## src/rtl/atm_gfc_pkg.sv

```systemverilog
package atm_gfc_pkg;
  localparam int GFC_W  = 4;
  localparam int SEL_W  = 2;

  typedef enum logic [SEL_W-1:0] {
    SEL_IDLE  = 2'b00,
    SEL_FIFO  = 2'b01,
    SEL_UNASG = 2'b10
  } cell_sel_e;

  localparam int HALT_BIT = GFC_W - 1;
  localparam int CTLD_BIT = 0;
endpackage

```

## src/rtl/gfc_ratio_gen.sv

```systemverilog
module gfc_ratio_gen #(
  parameter int CNT_W = 3
) (
  input  logic             clk,
  input  logic             rst_n,
  input  logic             en_i,
  input  logic [CNT_W-1:0] n_i,
  input  logic             adv_i,
  output logic             halt_o
);
  logic [CNT_W-1:0] phase_q;

  // halted while phase is below N; the final phase of a period is non-halted
  assign halt_o = en_i && (phase_q < n_i);

  always_ff @(posedge clk) begin
    if (!rst_n || !en_i) begin
      phase_q <= '0;
    end else if (adv_i) begin
      if (phase_q >= n_i) phase_q <= '0;
      else                phase_q <= phase_q + 1'b1;
    end
  end
endmodule

```

## src/rtl/halt_pend_ctr.sv

```systemverilog
module halt_pend_ctr #(
  parameter int PEND_W = 4
) (
  input  logic clk,
  input  logic rst_n,
  input  logic en_i,
  input  logic inc_i,
  input  logic dec_i,
  output logic nz_o
);
  localparam logic [PEND_W-1:0] PEND_MAX = {PEND_W{1'b1}};

  logic [PEND_W-1:0] cnt_q;

  assign nz_o = (cnt_q != '0);

  always_ff @(posedge clk) begin
    if (!rst_n || !en_i) begin
      cnt_q <= '0;
    end else begin
      unique case ({inc_i, dec_i && nz_o})
        2'b10:   if (cnt_q != PEND_MAX) cnt_q <= cnt_q + 1'b1;
        2'b01:   cnt_q <= cnt_q - 1'b1;
        default: cnt_q <= cnt_q;
      endcase
    end
  end
endmodule

```

## src/rtl/atm_gfc_sched.sv

```systemverilog
module atm_gfc_sched
  import atm_gfc_pkg::*;
#(
  parameter int CNT_W  = 3,
  parameter int PEND_W = 4
) (
  input  logic             clk,
  input  logic             rst_n,
  input  logic             slot_i,
  input  logic             cell_avail_i,
  input  logic [GFC_W-1:0] fifo_gfc_i,
  input  logic             read_en_i,
  input  logic             ctrlr_en_i,
  input  logic             ctrld_en_i,
  input  logic [CNT_W-1:0] halt_cnt_i,
  input  logic             rx_halt_i,
  output logic             dec_valid_o,
  output logic             fifo_rd_o,
  output logic [SEL_W-1:0] cell_sel_o,
  output logic [GFC_W-1:0] gfc_o,
  output logic             cfg_err_o
);
  logic ctrlr_act, ctrld_act;
  logic halt_bit, pend_nz;
  logic use_unasg, use_fifo, sent;
  cell_sel_e sel_d;
  logic [GFC_W-1:0] gfc_d;

  assign cfg_err_o = ctrlr_en_i && ctrld_en_i;
  assign ctrlr_act = ctrlr_en_i && !ctrld_en_i;
  assign ctrld_act = ctrld_en_i && !ctrlr_en_i;

  assign use_unasg = pend_nz;
  assign use_fifo  = !pend_nz && read_en_i && cell_avail_i;
  assign sent      = slot_i && (use_unasg || use_fifo);

  gfc_ratio_gen #(.CNT_W(CNT_W)) u_ratio (
    .clk    (clk),
    .rst_n  (rst_n),
    .en_i   (ctrlr_act),
    .n_i    (halt_cnt_i),
    .adv_i  (sent),
    .halt_o (halt_bit)
  );

  halt_pend_ctr #(.PEND_W(PEND_W)) u_pend (
    .clk   (clk),
    .rst_n (rst_n),
    .en_i  (ctrld_act),
    .inc_i (rx_halt_i),
    .dec_i (slot_i),
    .nz_o  (pend_nz)
  );

  always_comb begin
    sel_d = SEL_IDLE;
    gfc_d = '0;
    if (use_unasg) begin
      sel_d = SEL_UNASG;
    end else if (use_fifo) begin
      sel_d = SEL_FIFO;
      gfc_d = fifo_gfc_i;
    end
    if (sel_d != SEL_IDLE) begin
      if (ctrlr_act) gfc_d[HALT_BIT] = halt_bit;
      if (ctrld_act) gfc_d[CTLD_BIT] = 1'b1;
    end
  end

  always_ff @(posedge clk) begin
    if (!rst_n) begin
      dec_valid_o <= 1'b0;
      fifo_rd_o   <= 1'b0;
      cell_sel_o  <= SEL_IDLE;
      gfc_o       <= '0;
    end else begin
      dec_valid_o <= slot_i;
      fifo_rd_o   <= slot_i && use_fifo;
      if (slot_i) begin
        cell_sel_o <= sel_d;
        gfc_o      <= gfc_d;
      end
    end
  end
endmodule

```

## config.mk

```make
export PLATFORM = sky130hd
export DESIGN_NAME = atm_gfc_sched
export DESIGN_NICKNAME = d
export VERILOG_FILES = /design/src/rtl/atm_gfc_pkg.sv /design/src/rtl/gfc_ratio_gen.sv /design/src/rtl/halt_pend_ctr.sv /design/src/rtl/atm_gfc_sched.sv
export SDC_FILE = /design/constraint.sdc
export NUM_CORES = 1
export LEC_CHECK = 0
export BUFFER_PORTS_ARGS = -buffer_cell sky130_fd_sc_hd__buf_4
export CAP_MARGIN = 5
export CORE_MARGIN = 4
export CORE_UTILIZATION = 45
export CTS_CLUSTER_DIAMETER = 100
export DETAILED_ROUTE_END_ITERATION = 12
export PLACE_DENSITY = 0.79
export SYNTH_ARGS = -nofsm -noshare
export SYNTH_HDL_FRONTEND = slang
export SYNTH_SLANG_ARGS = --single-unit
```

## constraint.sdc

```tcl
create_clock -name clk -period 2.2 [get_ports clk]
set_input_delay 0.55 -clock clk [delete_from_list [all_inputs] [get_ports clk]]
set_output_delay 0.55 -clock clk [all_outputs]
set_load 0.01 [all_outputs]
```

==> results.md <==
* Fmax at 495.1 MHz
* Number of global-route vias before repair at approximately 790
* Initial antenna violation count at 0
* Ys async rst share at 0%
* Kind of critical path: register to register
* Number of synthesized flops with an enable pin at 0
* Core Util, Final at 62.37%
* Syn Area/Cell at 8.918 µm²
* Starting Density at around half
* P&R area growth vs syn at 29.85%
* 1st-iter DRT viols at 22
* Cts bufs inserted at 3
* Clock latency on the worst-skew pair at 0.28 ns
* Share of cells above drive strength 1 at between 30% and 40%
* Type of the tightest min-delay check: register to register
* H-tree depth at 1
* Place WS at 0.05369 ns
* Die Span Y at 51.16 µm
* First-pass GRT wire length at roughly 3.5 mm
* Largest net degree at the start of global routing at 16
* Setup TNS at 0 ns
* Worst-path clk slew at 0.09 ns
* Core Box Area at 1745 µm²
* CP startpoint kind: register
* Hold Buf Count CTS at 0
* Setup violators final at 0
* Synth area leaders: dfxtp_1 36%, ha_1 7.5%, a21oi_1 4.2%
* Clk pwr share at 29.6%
* CTS sink count at 15
* Crit share post-route at 91.81%
* Port buffer count at 23
* P_sw at 0.1293 mW
* Worst setup margin at roughly 0.18 ns
* CTS tree: done
* Commonest cells in the synthesized netlist: 15 x dfxtp_1, 9 x nand2_1, 7 x a21oi_1, 5 x ha_1
* Worst clock skew at 0.001021 ns
* # fillers at 162
* Net Sw Frac at approximately a quarter
* Synthesized area at 838.3 µm²
* Worst EP arrival at approximately 2.2 ns
* Register-to-Register Path Depth at 7
* Synthesis-stage register bit count at 15
* Most used flip-flop cell after synthesis: dfxtp_1
* Final wirelength at 1.944 mm
* Synth unique cells at 38
* Antenna diodes at 0
* Vias per cell at 5.429
* GRT Max-Usage Layer: met2
* Cell Int Power at 0.3956 mW
* Status: finished, final reports clean
* CP max FO at 3
* Number of nets with antenna violations after routing at 0
* Post-Syn Instances at 94
* Max_cap viols at 0
* Most common cell in the synthesized netlist: dfxtp_1
* Slew HR at 78.62%
* Met1 Track Usage GR at 20.36%
* Post-Syn Nets at 114
* Share of the synthesized area in the top cell type at 35.82%
* Leak at about 0.48 nW
* GRT Util Overall at 17.81%
* Unrepaired setup endpoints after global routing: no
* Routed wire length per instance at 13.22 µm
* Die Width at 51.16 µm
* GR Overflow Total at 0
* Worst-Margin Slew at 0.3172 ns
* Max clock buf depth at 2
* Fin crit period at 2.020 ns
* Met2 usage at 31.55%
* Clock root buffer: clkbuf_4
* GP Congestion at 0.7610
* CP Capture Type: register
* Seq/Total Area, Yosys at 35.82%
* Worst VDD drop at about 0.23 mV
* # rows at 15
* Yosys warns at 0
* Reg-to-reg setup timing slack at 0.18 ns
* Hold Fails Final Rpt at 0
* Die area at 2617 µm²
* Area leader, netlist: dfxtp_1
* Max Slew Vio Count at 0
* Hold depth at 2
* Met3 GRT Util at between 3 and 4%
* Sequential fraction of design power at a little over half
* Via Count at approximately 800
* Pwr per Cell Area at 482.2 nW/µm²
* Combinational share of power at roughly 17%
* Critical Path RT at around 2.4 ns
* DRC viols at 0
* Hpwl dp at 1.557 mm
* Total Nets Final at ~140
* DR pass1 iterations at 6
* Top Ports at 24
==> metrics by stage <==
| step | total power [mW] | cell area, µm² | hold WS (ns) | cells |
|---|---|---|---|---|
| 6_report | 0.5249 | 1089 | 0.4792 | 147 |
| 5_1_grt | 0.5550 | 1089 | 0.5126 | 147 |
| 4_1_cts | 0.5305 | 1081 | 0.4832 | 147 |
| 3_5_place_dp | 0.3753 | 1055 | 0.4618 | 143 |
| 3_3_place_gp | 0.3718 | 1055 | 0.4450 | 143 |
| 2_1_floorplan | 0.3325 | 838.3 | 0.4567 | 94 |
==> area by class of cell <==
class                           count  area, µm²  share of cell area, %
Sequential cell                    15      300.3                  27.59
Tap cell                           25      31.28                  2.874
Timing Repair Buffer               28      210.2                  19.31
Inverter                            4      15.01                  1.379
Multi-Input combinational cell     71      505.5                  46.44
Clock buffer                        4      26.28                  2.414
==> registers in the layout, indices dropped and copies added, names as in the netlist <==
| register | count |
|---|---|
| cell_sel_o | 2 |
| u_pend.cnt_q | 4 |
| dec_valid_o | 1 |
| gfc_o | 4 |
| u_ratio.phase_q | 3 |
| fifo_rd_o | 1 |
==> power by group through the flow <==
| stage | registers, mW | clock network (mW) | logic [mW] |
|---|---|---|---|
| floorplan | 0.289 | 0 | 0.0435 |
| global placement | 0.286 | 0 | 0.0859 |
| detailed placement | 0.286 | 0 | 0.0889 |
| CTS | 0.280 | 0.161 | 0.0892 |
| global route | 0.281 | 0.175 | 0.0993 |
| finish | 0.280 | 0.155 | 0.0895 |
==> cells by family after synthesis <==
kind of cell,count (synthesis),synth area share (%)
AND/OR/NAND/NOR,36,24.63
AO/OA/AOI/OAI,25,20.30
flip-flops,15,35.82
buffers and inverters,8,4.775
adder cells (fa/ha/maj),5,7.463
XOR/XNOR,3,3.135
multiplexers,2,3.880
==> per-layer routing <==
metal	up-vias	wire length, µm
met1	370	842
li1	398	-
met2	26	983
met4	0	25
met3	4	92
met5	-	0
==> placed cells by master (no fill, tap or decap), drive strengths merged, types with 2 or more instances in the layout <==
master  synthesis  layout
a21oi           7       7
nand2b          3       3
or4             2       2
mux2i           2       2
o21ai           5       5
ha              5       5
nand4           2       2
nor2b           3       3
nand2           9       9
clkbuf          3       4
nor2            5       5
xnor2           2       2
a21boi          2       2
or3b            2       2
o41ai           2       2
nand3           4       4
inv             4       4
dfxtp          15      15
and2            3       3
buf             1      28
==> critical path, stage by stage, from the launching register on <==
cell and delay [ns]:
dfxtp_1 0.34, o41ai_2 0.40, nor2_1 0.09, xor2_1 0.15
ha_1 0.19, or4_1 0.49, a21o_1 0.17, a21oi_1 0.12
==> path summary, 6_finish.rpt <==
| check | end | start |
|---|---|---|
| setup / recovery | u_pend.cnt_q[2]$_SDFFE_PP0P_ | u_pend.cnt_q[0]$_SDFFE_PP0P_ |
| hold / removal | gfc_o[3]$_SDFFE_PN0P_ | gfc_o[3]$_SDFFE_PN0P_ |
| setup reg to reg | u_pend.cnt_q[2]$_SDFFE_PP0P_ | u_pend.cnt_q[0]$_SDFFE_PP0P_ |
| hold reg to reg | gfc_o[3]$_SDFFE_PN0P_ | gfc_o[3]$_SDFFE_PN0P_ |
==> timing repair <==
action | CTS | global route
endpoints found under the setup margin | 0 | 1
buffers inserted | 0 | 0
gates resized for setup | 0 | 1
(Power assumes the default switching activity.)
